[config.mk]
export PLATFORM = sky130hd
export DESIGN_NAME = i2c_irq_vector
export DESIGN_NICKNAME = d
export VERILOG_FILES = /design/src/rtl/irqv_pkg.sv /design/src/rtl/irqv_flags.sv /design/src/rtl/irqv_prio.sv /design/src/rtl/i2c_irq_vector.sv
export SDC_FILE = /design/constraint.sdc
export NUM_CORES = 1
export LEC_CHECK = 0
export BUFFER_PORTS_ARGS = -buffer_cell sky130_fd_sc_hd__buf_2
export CORE_AREA = 2 2 41 58
export CTS_CLUSTER_SIZE = 40
export DETAILED_ROUTE_END_ITERATION = 12
export DIE_AREA = 0 0 43 60
export PLACE_DENSITY = 0.78
export SLEW_MARGIN = 40
export SYNTH_ARGS = -nofsm -noshare
export SYNTH_HDL_FRONTEND = slang
export SYNTH_SLANG_ARGS = --single-unit
[constraint.sdc]
create_clock -name clk -period 2.2 [get_ports clk]
set_clock_uncertainty 0.2 [all_clocks]
set_input_delay 0.55 -clock clk [delete_from_list [all_inputs] [get_ports clk]]
set_output_delay 0.55 -clock clk [all_outputs]
set_load 0.1 [all_outputs]
[src/rtl/irqv_pkg.sv]
package irqv_pkg;
  typedef enum logic [1:0] {
    ADR_MASK = 2'd0,
    ADR_STAT = 2'd1,
    ADR_VEC  = 2'd2,
    ADR_NONE = 2'd3
  } irqv_addr_e;
endpackage

[src/rtl/irqv_flags.sv]
module irqv_flags #(
  parameter int N = 7
) (
  input  logic         clk,
  input  logic         rst_n,
  input  logic [N-1:0] set_i,
  input  logic [N-1:0] clr_i,
  output logic [N-1:0] pend_o
);
  logic [N-1:0] pend_q;

  // set after clear: an event in the same cycle as its clear survives
  always_ff @(posedge clk) begin
    if (!rst_n) pend_q <= '0;
    else        pend_q <= (pend_q & ~clr_i) | set_i;
  end

  assign pend_o = pend_q;

  // every pulsed event is pending the next cycle, clear or not
  a_r7_event_beats_clear: assert property (@(posedge clk) disable iff (!rst_n)
    (set_i != '0) |=> ((pend_o & $past(set_i)) == $past(set_i)));

  // a flag only falls when a clear was requested for it
  a_r5_fall_needs_clear: assert property (@(posedge clk) disable iff (!rst_n)
    1'b1 |=> ((~pend_o & $past(pend_o) & ~$past(clr_i)) == '0));

  // a flag only rises because of an event pulse
  a_r1_rise_needs_event: assert property (@(posedge clk) disable iff (!rst_n)
    1'b1 |=> ((pend_o & ~$past(pend_o) & ~$past(set_i)) == '0));
endmodule

[src/rtl/irqv_prio.sv]
module irqv_prio #(
  parameter int N  = 7,
  parameter int CW = 3
) (
  input  logic [N-1:0]  req_i,
  output logic [CW-1:0] code_o,
  output logic [N-1:0]  grant_o
);
  // scan from the top so the lowest index is assigned last and wins
  always_comb begin
    code_o  = '0;
    grant_o = '0;
    for (int i = N - 1; i >= 0; i--) begin
      if (req_i[i]) begin
        code_o     = CW'(i + 1);
        grant_o    = '0;
        grant_o[i] = 1'b1;
      end
    end
  end
endmodule

[src/rtl/i2c_irq_vector.sv]
module i2c_irq_vector
  import irqv_pkg::*;
#(
  parameter int              NUM_EVT  = 7,
  parameter int              DATA_W   = 16,
  parameter int              RSF_POS  = 11,
  parameter int              BUSY_POS = 12,
  parameter logic [NUM_EVT-1:0] W1C_SEL = 7'b0100100
) (
  input  logic              clk,
  input  logic              rst_n,
  input  logic [6:0]        evt_pulse,
  input  logic              bus_busy,
  input  logic              rx_shift_full,
  input  logic [1:0]        reg_addr,
  input  logic              reg_wr,
  input  logic              reg_rd,
  input  logic [DATA_W-1:0] reg_wdata,
  output logic [DATA_W-1:0] reg_rdata,
  output logic              irq
);
  localparam int CW = $clog2(NUM_EVT + 1);

  irqv_addr_e   addr;
  logic [NUM_EVT-1:0] mask_q, pend, enabled, grant, clr;
  logic [CW-1:0]      code;
  logic               vec_rd, stat_wr, mask_wr;
  logic               unused_wbits;

  assign addr    = irqv_addr_e'(reg_addr);
  assign vec_rd  = reg_rd && (addr == ADR_VEC);
  assign stat_wr = reg_wr && (addr == ADR_STAT);
  assign mask_wr = reg_wr && (addr == ADR_MASK);
  assign unused_wbits = ^reg_wdata[DATA_W-1:NUM_EVT];

  always_ff @(posedge clk) begin
    if (!rst_n)       mask_q <= '0;
    else if (mask_wr) mask_q <= reg_wdata[NUM_EVT-1:0];
  end

  assign clr = (vec_rd  ? grant : '0)
             | (stat_wr ? (reg_wdata[NUM_EVT-1:0] & W1C_SEL) : '0);

  irqv_flags #(.N(NUM_EVT)) u_flags (
    .clk    (clk),
    .rst_n  (rst_n),
    .set_i  (evt_pulse),
    .clr_i  (clr),
    .pend_o (pend)
  );

  assign enabled = pend & mask_q;

  irqv_prio #(.N(NUM_EVT), .CW(CW)) u_prio (
    .req_i   (enabled),
    .code_o  (code),
    .grant_o (grant)
  );

  assign irq = |enabled;

  always_comb begin
    reg_rdata = '0;
    unique case (addr)
      ADR_MASK: reg_rdata[NUM_EVT-1:0] = mask_q;
      ADR_STAT: begin
        reg_rdata[NUM_EVT-1:0] = pend;
        reg_rdata[RSF_POS]     = rx_shift_full;
        reg_rdata[BUSY_POS]    = bus_busy;
      end
      ADR_VEC:  reg_rdata[CW-1:0] = code;
      default:  reg_rdata = '0;
    endcase
  end

  // the interrupt line agrees with the encoder's verdict
  a_r4_irq_matches_code: assert property (@(posedge clk) disable iff (!rst_n)
    irq == (code != '0));

  // the granted flag is a single enabled flag
  a_r3_grant_onehot: assert property (@(posedge clk) disable iff (!rst_n)
    $onehot0(grant) && ((grant & ~enabled) == '0));

  // a vector read removes the reported flag unless an event refills it
  a_r5_read_clears_reported: assert property (@(posedge clk) disable iff (!rst_n)
    (vec_rd && code != '0 && ((evt_pulse & grant) == '0))
      |=> ((pend & $past(grant)) == '0));

  // status writes never drop flags outside the write-clearable set
  a_r6_protected_bits_kept: assert property (@(posedge clk) disable iff (!rst_n)
    (stat_wr && !vec_rd) |=> ((pend & ~W1C_SEL) == ($past(pend) & ~W1C_SEL) | ($past(evt_pulse) & ~W1C_SEL)));

  // state is cleared the cycle after reset
  a_r9_reset_clean: assert property (@(posedge clk)
    !rst_n |=> (pend == '0 && mask_q == '0));
endmodule

---- Word level (Yosys, flattened, before mapping) ----
Cells that the tools add are included.
word-level totals
  RAM bits ................................ 0
  word-level logic and storage cells ...... 33
  register bits after elaboration ......... 14
  memory bits (read-only) ................. 0
  input port bits ......................... 31
  latch bits .............................. 0
  memories kept ........................... 0
  output and inout bits ................... 17
operators by class
  eq/ne operators ......................... 2
  div/mod/pow operators ................... 0
  order comparisons ....................... 0
  bitwise operators ....................... 5
  reductions and logical operators ........ 5
  $mul .................................... 0
  shifts and indexed selects .............. 0
  add/sub/neg operators ................... 0
  multiplexer cells ....................... 19
operator list
  cell                                                             count
  7-bit 2-to-1 mux                                                 8
  3-bit 2-to-1 mux                                                 7
  7-bit bitwise AND                                                2
  3-bit case mux with 3 select lines                               1
  4-bit case mux with 2 select lines                               1
  7-bit inverter                                                   1
  7-bit by 6-bit OR with 7-bit output                              1
  7-bit OR                                                         1
  7-bit OR reduction                                               1
  6-bit 2-to-1 mux                                                 1
  1-bit logical AND                                                3
  2-bit by 1-bit == test with 1-bit output, second input constant  1
  2-bit == test, second input constant                             1
  2-bit zero test                                                  1
  2-bit 2-to-1 mux                                                 1

---- Longest topological paths before layout ----
Gate-level depths: netlist of run 1.
  depth after elaboration ................. 13
  gate-level depth with buffers ........... 5
  depth with buffers taken out ............ 4

---- By module ----
A second synthesis of run 1 with hierarchy kept.
second synthesis, totals
  cell total of the unflattened synthesis .. 117
  area, all modules ....................... 979.7 um^2
modules (own cells, without submodules)
  module          area an instance (um^2)  instances  cells each  sequential area each (um^2)
  i2c_irq_vector  611.8                    1          76          140.1
  irqv_flags      236.5                    1          21          140.1
  irqv_prio       131.4                    1          20          0.0

---- Least setup slack after synthesis of run 1 ----
Ideal clock, no wire load.
  path type ............................... input-to-output
  start ................................... in reg_addr[0]
  end ..................................... out reg_rdata[1]
  arrival ................................. 2409 ps
  cell stages on the path ................. 4
  required time ........................... 1450 ps
  path slack .............................. -959 ps
  buffers on the path ..................... 1
  path through ............................ buf_6 nand2b_1 nand2b_1 o22ai_1
on the way
  longest elaborated chain between the ends .. 2
RTL lines
  item                                    line                  text
  start, declared                         i2c_irq_vector.sv:15  input logic [1:0] reg_addr,
  2-bit == test (tied with other cells)   i2c_irq_vector.sv:64  unique case (addr)
  3-bit case mux with 3 select lines (*)  i2c_irq_vector.sv:64
  end, declared                           i2c_irq_vector.sv:19  output logic [DATA_W-1:0] reg_rdata,
Every way passes the cells marked *; elsewhere a longest branch is shown, timed or not.

---- Worst setup path after layout of run 1 ----
  start ................................... reg mask_q[3]
  end ..................................... out reg_rdata[0]
on the way
  longest elaborated chain between the ends .. 6
RTL lines
  item                                line                  text
  start, declared                     i2c_irq_vector.sv:25  logic [NUM_EVT-1:0] mask_q, pend, enabled, grant, clr;
  start signal, assigned              i2c_irq_vector.sv:38  else if (mask_wr) mask_q <= reg_wdata[NUM_EVT-1:0];
  7-bit bitwise AND                   i2c_irq_vector.sv:52  assign enabled = pend & mask_q;
  3-bit 2-to-1 mux (4 in a row)       irqv_prio.sv:14       if (req_i[i]) begin
  3-bit case mux with 3 select lines  i2c_irq_vector.sv:64
Every way passes these cells.

==> run_results.csv, run 1 <==
group,metric,value,unit
status,status,"complete, but fails checks",
status,violations,"setup timing",
global_routing,grt_max_degree,16,
critical_path,cp.required,1.45,ns
placed_design,io_buffers,31,
global_routing,antenna_found_initial,0,
clocking,clk_pin_slew,0.09,ns
placed_design,gp_congestion,0.8720,
floorplanning,dieHeight,60,microns
clocking,cts_tree,"yes",
cells_and_area,final_cell_mix,"buf_2 (20), buf_4 (19), mux2i_1 (14)",
synth,ys_warn_count,0,
floorplanning,ios,48,
floorplanning,start_util,0.4262,
critical_path,worstPathMaxFanout,5,
clocking,cts_hold_buf,0,
routing,detail_route.wl_per_cell,15.34,microns
synth,postSynthAreaPerCell,8.532,sq um
synth,ys_seq_area_frac,0.3128,
clocking,worstSkewPairLatency,0.28,ns
critical_path,worstSetupPathType,"register to output port",
routing,finalWirelength,2699,microns
sta,fmax,440.1,MHz
routing,routed-via-count,966,
sta,drv_slew,0,
global_routing,grt_pass1_vias,873,
routing,drt_first_pass_iters,6,
routing,drtIter0Drc,30,
clocking,cts_buffers,3,
clocking,cts_max_path_buffers,2,
cells_and_area,nFillCells,150,
clocking,clock-sinks,14,
global_routing,grt_use_met2,0.3593,
global_routing,grt_overflow,0,
pwr,p_per_area,519.9,nW/um^2
sta,finalSetupViolCount,2,
floorplanning,die_w,43,microns
critical_path,critPathLaunchType,"register",
sta,fin_ws,-0.07213,ns
floorplanning,fp.dieArea,2580,sq um
pwr,p_leak,0.6913,nW
synth,synth_cell_type_count,31,
global_routing,grt-busiest-layer,"met2",
sta,rsz0062_at_grt,"yes",
cells_and_area,post-route-util,0.7149,
sta,fin_tns_setup,-0.1403,ns
run,drv_cap,0,
global_routing,use_met1,0.2022,
routing,antenna_left,0,
cells_and_area,drive_gt1_frac,0.5974,
sta,period_share,1.033,
cells_and_area,multi_input_area,673.1,sq um
pwr,ir_worst_vdd,0.0004210,V
cells_and_area,fin_cells,176,
cells_and_area,seq_area,311.5,sq um
global_routing,grt.total_usage,0.1872,
cells_and_area,layout_commonest_cell,"buf_2",
cells_and_area,antenna_cells,0,
worst_hold_path,hold_path.class,"input port to register",
clocking,htreeDepth,1,
clocking,cts-root-buf,"clkbuf_4",
global_routing,grt_pass1_wl,3712,microns
critical_path,arrival,1.52,ns
floorplanning,coreArea,2102,sq um
routing,drc,0,
synth,syn_inst,105,
cells_and_area,nNetsFinal,186,
placed_design,dp.cells,159,
synth,netlist_area,895.9,sq um
worst_hold_path,worstHoldStart,"evt_pulse[5]",
synth,ys_seq_elements,14,
critical_path,critPathCaptureType,"output port",
global_routing,grtUsageMet3,0.02417,
floorplanning,rows,20,
placed_design,dp_hpwl,1734,microns
sta,period_minus_slack,2.272,ns
routing,vias_per_cell,5.489,
sta,hold_viol,0,
critical_path,reg2reg_from,"u_flags.pend_o[2]$_SDFF_PN0_",
sta,hold_slack,0.2858,ns
cells_and_area,syn_to_final_growth,67.74,%
pwr,power.total,781.2,uW
critical_path,critPathLaunch,"mask_q[3]$_SDFFE_PN0P_",
==> sequential cells by signal (all words and copies together) (netlist names) <==
register and flops:
mask_q 7, u_flags.pend_o 7
==> kinds of logic after synthesis <==
kind of cell / count (synthesis) / share of synthesized area
other: 1 / 0.004186
muxes: 14 / 0.1564
AOI/OAI and AO/OA: 18 / 0.1341
DFF: 14 / 0.3129
and+or+nand+nor: 46 / 0.2961
buffers and inverters: 12 / 0.09635
==> critical path, stage by stage, from the launching register on <==
cell and delay (ns):
dfxtp_4 0.38, nand2_2 0.06, and3b_1 0.18, nand4b_1 0.24, o2bb2ai_4 0.19, buf_12 0.17
==> timing repair <==
action,in CTS,in global routing
resized for setup,18,17
endpoints found under the setup margin,4,5
pin swaps,7,6
buffers inserted,7,6
==> worst paths after layout <==
path / endpoint / slack, ns / cells past startpoint
setup / recovery: reg_rdata[0] / -0.07 / 5
hold / removal: u_flags.pend_o[5]$_SDFF_PN0_ / 0.29 / 2
setup reg to reg: u_flags.pend_o[5]$_SDFF_PN0_ / 0.89 / 4
hold reg to reg: u_flags.pend_o[3]$_SDFF_PN0_ / 0.29 / 1
==> final cells by class <==
type	count	share of cell area
multi-input combinational	85	0.4480
timing repair buffer	50	0.2998
sequential	14	0.2073
clock buffer	4	0.02415
tap	22	0.01832
inverter	1	0.002498
==> synth_stat cells <==
cell | instances | area (sq um)
and3b_2 | 1 | 10.01
nand4b_1 | 2 | 17.52
and3_1 | 1 | 6.260
nor3b_2 | 1 | 12.51
buf_6 | 1 | 11.26
o31ai_1 | 1 | 7.510
inv_1 | 1 | 3.750
nor2b_1 | 9 | 56.30
dfxtp_1 | 14 | 280.3
nor2_1 | 7 | 26.28
nand2_1 | 12 | 45.04
nor2b_4 | 1 | 13.76
mux2i_1 | 14 | 140.1
nand3_1 | 4 | 20.02
o21ai_0 | 3 | 15.01
nand2_2 | 1 | 6.260
a22oi_1 | 1 | 7.510
conb_1 | 1 | 3.750
a22o_1 | 1 | 8.760
nand2b_1 | 2 | 12.51
and3b_1 | 1 | 8.760
o2bb2ai_1 | 1 | 8.760
o22ai_1 | 1 | 6.260
a31oi_1 | 4 | 25.02
and3_4 | 1 | 11.26
buf_4 | 9 | 67.56
a21oi_1 | 5 | 25.02
clkbuf_1 | 1 | 3.750
and2_1 | 2 | 12.51
o32ai_2 | 1 | 16.27
nor4_1 | 1 | 6.260
==> where the power goes <==
part	switching [mW]	total [mW]	internal, mW
clock	0.0922	0.193	0.101
combinational	0.198	0.307	0.108
sequential	0.0161	0.282	0.266
total	0.307	0.781	0.475
==> through the flow <==
| step | setup slack, ns | instance area, sq um |
|---|---|---|
| after detailed placement | -0.02574 | 1277 |
| after global routing | -0.1280 | 1503 |
| after CTS | -0.03480 | 1399 |
| final | -0.07213 | 1503 |
| after global placement | -0.01335 | 1277 |
| after floorplan | -0.1455 | 994.7 |
==> routing by layer <==
metal / share of wire / wire (microns)
met5: 0 / 0
met4: 0.020 / 54
met3: 0.050 / 136
met2: 0.55 / 1480
met1: 0.38 / 1028
Power figures use the tool's default switching activity.
==> inputs of run 2 (changes only) <==
--- a/config.mk
+++ b/config.mk
@@ -5,12 +5,11 @@
 export SDC_FILE = /design/constraint.sdc
 export NUM_CORES = 1
 export LEC_CHECK = 0
-export BUFFER_PORTS_ARGS = -buffer_cell sky130_fd_sc_hd__buf_2
 export CORE_AREA = 2 2 41 58
 export CTS_CLUSTER_SIZE = 40
 export DETAILED_ROUTE_END_ITERATION = 12
 export DIE_AREA = 0 0 43 60
-export PLACE_DENSITY = 0.78
+export DONT_BUFFER_PORTS = 1
 export SLEW_MARGIN = 40
 export SYNTH_ARGS = -nofsm -noshare
 export SYNTH_HDL_FRONTEND = slang
==> run 2 against run 1 <==
The flow still finishes with violations (setup timing). First-iteration DRC count is 60% lower. Sequential cell count is the same. Fmax increased by 2.4%. Via count is 14% lower. Final cell count decreased by 17%. Critical path depth is the same. Worst hold slack worse by 0.087 ns.
==> run_results.csv, run 2 (synthesis results as in run 1) <==
group,metric,value,unit
critical_path,rrSetupSlack,0.82,ns
critical_path,arrival,1.47,ns
placed_design,dp_hpwl,1542,microns
worst_hold_path,worstHoldStart,"rst_n",
sta,finalSetupViolCount,2,
pwr,swShare,0.3853,
clocking,cts-root-buf,"clkbuf_4",
clocking,clk_pin_slew,0.08,ns
pwr,pwr-share-clk,0.206,
worst_hold_path,hold_depth,2,
placed_design,io_buffers,0,
sta,hold_viol,0,
routing,drt-met1-wl,838,microns
clocking,cts_max_path_buffers,2,
routing,vias_per_cell,5.678,
pwr,p_per_area,532.3,nW/um^2
sta,drv_slew,0,
placed_design,gp_congestion,0.8197,
cells_and_area,syn_to_final_growth,40.22,%
cells_and_area,antenna_cells,0,
cells_and_area,seq_area,299.0,sq um
pwr,ir_worst_vdd,0.0003881,V
cells_and_area,nFillCells,195,
cells_and_area,layout_commonest_cell,"mux2i_1",
pwr,p_comb_frac,0.370,
sta,rsz0062_at_grt,"yes",
pwr,power.total,668.7,uW
sta,period_minus_slack,2.219,ns
cells_and_area,nNetsFinal,157,
sta,fmax,450.6,MHz
clocking,clock-sinks,14,
critical_path,worstSetupPathType,"register to output port",
floorplanning,fp.dieArea,2580,sq um
sta,worst_pin_slew,0.6375,ns
routing,drtIter0Drc,12,
floorplanning,coreArea,2102,sq um
cells_and_area,final_cell_mix,"mux2i_1 (14), buf_4 (12), nor2b_1 (9), dfxtp_2 (9), buf_12 (8)",
pwr,p_leak,0.5049,nW
pwr,seq_power_share,0.424,
clocking,worstSkewPairLatency,0.27,ns
critical_path,critPathLaunchType,"register",
critical_path,worstRegToRegCells,5,
routing,wl_met3,128,microns
critical_path,cp.required,1.45,ns
critical_path,r2r_end,"u_flags.pend_o[5]$_SDFF_PN0_",
routing,antenna_left,0,
worst_hold_path,whs_endpoint,"u_flags.pend_o[2]$_SDFF_PN0_",
cells_and_area,drive_gt1_frac,0.4677,
routing,drt_first_pass_iters,4,
global_routing,grt_pass1_wl,3705,microns
clocking,htreeDepth,1,
routing,route.met2.wl,1193,microns
pwr,intPower,411.1,uW
clocking,cts_tree,"yes",
pwr,p_sw,257.6,uW
global_routing,grt_pass1_vias,822,
global_routing,antenna_found_initial,0,
status,status,"complete, but fails checks",
sta,fin_tns_setup,-0.03386,ns
floorplanning,start_util,0.4262,
worst_hold_path,hold_path.class,"input port to register",
global_routing,grt.total_usage,0.1923,
critical_path,critPathCaptureType,"output port",
global_routing,grt_overflow,0,
routing,highest_layer,"met4",
floorplanning,rows,20,
sta,max-slew-margin-rel,0.5744,
routing,drc,0,
run,drv_cap,0,
floorplanning,dieHeight,60,microns
sta,fin_ws,-0.01935,ns
placed_design,dp.cells,132,
sta,period_share,1.009,
floorplanning,die_w,43,microns
status,violations,"setup timing",
critical_path,reg2reg_from,"mask_q[0]$_SDFFE_PN0P_",
critical_path,worstPathMaxFanout,4,
routing,detail_route.wl_per_cell,14.99,microns
clocking,cts_buffers,3,
global_routing,grt_max_degree,16,
cells_and_area,fin_cells,146,
routing,routed-via-count,829,
floorplanning,ios,48,
cells_and_area,multi_input_area,641.9,sq um
routing,finalWirelength,2188,microns
## run 2: cell count changes in the layout (fill, tap and decap cells not counted), sizes merged
cell	previous run	this run
buf	49	21
clkbuf	5	3
## run 2: worst max path at each step
stage                                       startpoint            to  slack, ns  cells after the start
final                           mask_q[0]$_SDFFE_PN0P_  reg_rdata[2]      -0.02                      5
after global routing            mask_q[6]$_SDFFE_PN0P_  reg_rdata[0]      -0.09                      4
after CTS                 u_flags.pend_o[2]$_SDFF_PN0_  reg_rdata[2]      -0.01                      5
after detailed placement                   reg_addr[0]  reg_rdata[0]       0.17                      3
after global placement                     reg_addr[0]  reg_rdata[0]       0.18                      3
after floorplan                            reg_addr[0]  reg_rdata[4]      -0.15                      3
## run 2: power groups by stage
stage                     Sequential (mW)  Combinational (mW)  Clock (mW)
after detailed placement            0.286               0.232           0
after floorplan                     0.283               0.214           0
after global routing                0.286               0.259       0.155
after CTS                           0.283               0.245       0.143
final                               0.284               0.247       0.138
after global placement              0.286               0.230           0
## run 2: cell type report
type / count / area share
multi-input combinational: 85 / 0.5110
sequential: 14 / 0.2380
timing repair buffer: 21 / 0.2082
tap: 22 / 0.02191
clock buffer: 3 / 0.01793
inverter: 1 / 0.002988
## run 2: layer usage
layer | track usage | vias up
li1 | - | 398
met1 | 0.2230 | 401
met2 | 0.3377 | 26
met3 | 0.03927 | 4
met4 | 0.08658 | 0
met5 | 0 | -
## run 2: what timing repair did
item | 4_1_cts | 5_1_grt
pin swaps | 4 | 1
gates resized for setup | 18 | 5
hold buffers | 0 | 0
gates cloned | 0 | 0
buffers inserted | 10 | 1
endpoints found under the setup margin | 4 | 4
## run 2: metrics by stage
step	utilization	worst slack, ns	instance area, sq um	hold WS (ns)
after floorplan	-	-0.1455	994.7	0.2622
after CTS	0.5869	-0.01269	1234	0.1931
after global routing	0.5976	-0.09274	1256	0.1998
after global placement	0.5244	0.1758	1102	0.2950
after detailed placement	0.5244	0.1724	1102	0.3145
final	0.5976	-0.01935	1256	0.1987
## run 2: critical path: stages (launching register included)
cell	delay (ns)
dfxtp_2	0.34
nand2_2	0.10
and3_4	0.21
nand2_4	0.05
o32ai_4	0.27
buf_12	0.21
==> inputs of run 3 (changes only) <==
--- a/config.mk
+++ b/config.mk
@@ -5,11 +5,14 @@
 export SDC_FILE = /design/constraint.sdc
 export NUM_CORES = 1
 export LEC_CHECK = 0
-export CORE_AREA = 2 2 41 58
+export CELL_PAD_IN_SITES_DETAIL_PLACEMENT = 2
+export CELL_PAD_IN_SITES_GLOBAL_PLACEMENT = 2
+export CORE_AREA = 2 2 46 65
 export CTS_CLUSTER_SIZE = 40
 export DETAILED_ROUTE_END_ITERATION = 12
-export DIE_AREA = 0 0 43 60
+export DIE_AREA = 0 0 48 67
 export DONT_BUFFER_PORTS = 1
+export PLACE_DENSITY_LB_ADDON = 0.1
 export SLEW_MARGIN = 40
 export SYNTH_ARGS = -nofsm -noshare
 export SYNTH_HDL_FRONTEND = slang
==> constraint.sdc (replaced) <==
create_clock -name clk -period 2.7 [get_ports clk]
set_clock_uncertainty 0.2 [all_clocks]
set_input_delay 0.675 -clock clk [delete_from_list [all_inputs] [get_ports clk]]
set_output_delay 0.675 -clock clk [all_outputs]
set_load 0.1 [all_outputs]
==> run 3 against run 2 <==
The run now ends clean. Global-route usage down 1.8 points. Utilization shrank 20 points. Critical path type unchanged. Worst hold slack gained 0.12 ns. Count of clock-buffer cells in the layout rose by 1. Die area increased by 25%. Final cell count increased by 3.4%. Register-to-register slack better by 0.55 ns.
==> run_results.csv, run 3 (synthesis results as in run 1) <==
group,metric,value,unit
placed_design,post-place-ws,0.3629,ns
critical_path,critPathCaptureType,"output port",
placed_design,io_buffers,0,
cells_and_area,nFillCells,306,
critical_path,cp_cell_sequence,"a22oi_1, and3_4, o32ai_4, buf_4",
floorplanning,dieHeight,67,microns
pwr,p_sw,214.4,uW
critical_path,arrival,1.65,ns
global_routing,grt_overflow,0,
cells_and_area,seq_area,280.3,sq um
cells_and_area,post-route-util,0.4000,
critical_path,cp.required,1.82,ns
routing,finalWirelength,2516,microns
critical_path,max_stage_delay,0.42,ns
pwr,ir_worst_vdd,0.0002424,V
cells_and_area,multi_input_area,585.6,sq um
clocking,cts_resized,0,
floorplanning,coreArea,2615,sq um
global_routing,grt_pass1_wl,3939,microns
worst_hold_path,hold_path.class,"input port to register",
critical_path,worstRegToRegCells,3,
critical_path,slowest_stage,"dfxtp_1",
clocking,cts_max_path_buffers,2,
sta,drv_slew,0,
critical_path,reg2reg_from,"u_flags.pend_o[4]$_SDFF_PN0_",
routing,drtIter0Drc,8,
critical_path,crit_end,"reg_rdata[2]",
critical_path,worstPathMaxFanout,5,
global_routing,grt_pass1_vias,878,
placed_design,dp_hpwl,1980,microns
floorplanning,rows,22,
clocking,cts-root-buf,"clkbuf_4",
floorplanning,die_w,48,microns
routing,drt_first_pass_iters,2,
status,status,"complete, no violations",
critical_path,critPathLaunchType,"register",
critical_path,critPathLaunch,"u_flags.pend_o[4]$_SDFF_PN0_",
critical_path,rrSetupSlack,1.37,ns
clocking,clock-sinks,14,
pwr,swShare,0.3855,
routing,detail_route.wl_per_cell,16.66,microns
sta,period_minus_slack,2.526,ns
routing,antenna_left,0,
cells_and_area,final_cell_mix,"mux2i_1 (14), dfxtp_1 (14), nand2_1 (12)",
floorplanning,ios,48,
clocking,cts_tree,"yes",
sta,fin_ws,0.1740,ns
global_routing,grt_max_degree,16,
placed_design,gp_congestion,0.6981,
pwr,p_leak,0.4258,nW
routing,drc,0,
sta,hold_viol,0,
run,drv_cap,0,
cells_and_area,nNetsFinal,147,
cells_and_area,antenna_cells,0,
floorplanning,start_util,0.3426,
clocking,cts_hold_buf,0,
sta,rsz0062_at_grt,"no",
critical_path,r2r_end,"u_flags.pend_o[5]$_SDFF_PN0_",
pwr,pwr-share-clk,0.278,
clocking,worstSkewPairLatency,0.28,ns
routing,vias_per_cell,5.192,
pwr,p_comb_frac,0.310,
clocking,htreeDepth,1,
sta,finalSetupViolCount,0,
routing,routed-via-count,784,
global_routing,grt.total_usage,0.1739,
pwr,seq_power_share,0.412,
cells_and_area,syn_to_final_growth,16.76,%
clocking,clk_pin_slew,0.09,ns
sta,period_share,0.9356,
critical_path,worstSetupPathType,"register to output port",
global_routing,antenna_found_initial,0,
clocking,post-cts-setup-buffer-count,0,
pwr,p_per_area,531.6,nW/um^2
clocking,cts_buffers,3,
sta,fmax,395.9,MHz
cells_and_area,drive_gt1_frac,0.2348,
floorplanning,fp.dieArea,3216,sq um
pwr,intPower,341.7,uW
==> run 3: changes by cell type in the layout (fill, tap and decap cells not counted), sizes merged <==
cell,change
clkbuf,+1
buf,-10
==> run 3: how the worst min path moves through the flow <==
stage                                               to  slack [ns]              startpoint  cells past startpoint
final                           mask_q[6]$_SDFFE_PN0P_        0.32                   rst_n                      1
after global placement    u_flags.pend_o[3]$_SDFF_PN0_        0.29  mask_q[3]$_SDFFE_PN0P_                      1
after CTS                       mask_q[6]$_SDFFE_PN0P_        0.31                   rst_n                      1
after detailed placement  u_flags.pend_o[3]$_SDFF_PN0_        0.32  mask_q[3]$_SDFFE_PN0P_                      1
after global routing      u_flags.pend_o[5]$_SDFF_PN0_        0.31            evt_pulse[5]                      1
after floorplan           u_flags.pend_o[3]$_SDFF_PN0_        0.26  mask_q[3]$_SDFFE_PN0P_                      1
==> run 3: power by group through the flow <==
| stage | clock, mW | sequential, mW | combinational, mW |
|---|---|---|---|
| floorplan | 0 | 0.231 | 0.162 |
| global placement | 0 | 0.233 | 0.170 |
| detailed placement | 0 | 0.234 | 0.173 |
| CTS | 0.160 | 0.229 | 0.174 |
| global route | 0.174 | 0.232 | 0.181 |
| finish | 0.154 | 0.229 | 0.172 |
==> run 3: per-layer routing <==
layer  vias up  part of all wire  track usage
met1       385              0.41       0.1964
met5         -                 0            0
met2        21              0.53       0.3083
met4         0            0.0083      0.05068
li1        376                 -            -
met3         2             0.049      0.03794
==> run 3: critical path, delay by kind of cell (launching register included) <==
kind            cells  cell delay [ns]
flops               1             0.42
compound gates      2             0.40
buf+inv             1             0.33
simple gates        1             0.22
==> run 3: stage by stage <==
stage	power [mW]	cells	cell area (sq um)	setup TNS, ns	hold WS, ns
global placement	0.4034	147	1010	0	0.2867
floorplan	0.3931	111	930.9	-1.869	0.2622
global route	0.5865	151	1046	0	0.3138
finish	0.5561	151	1046	0	0.3230
detailed placement	0.4073	147	1010	0	0.3177
CTS	0.5635	151	1046	0	0.3147
==> run 3: final cells by class <==
type / count / area share
Multi-Input combinational cell: 85 / 0.5598
Sequential cell: 14 / 0.2679
Timing Repair Buffer: 11 / 0.09091
Tap cell: 36 / 0.04306
Clock buffer: 4 / 0.03469
Inverter: 1 / 0.003589
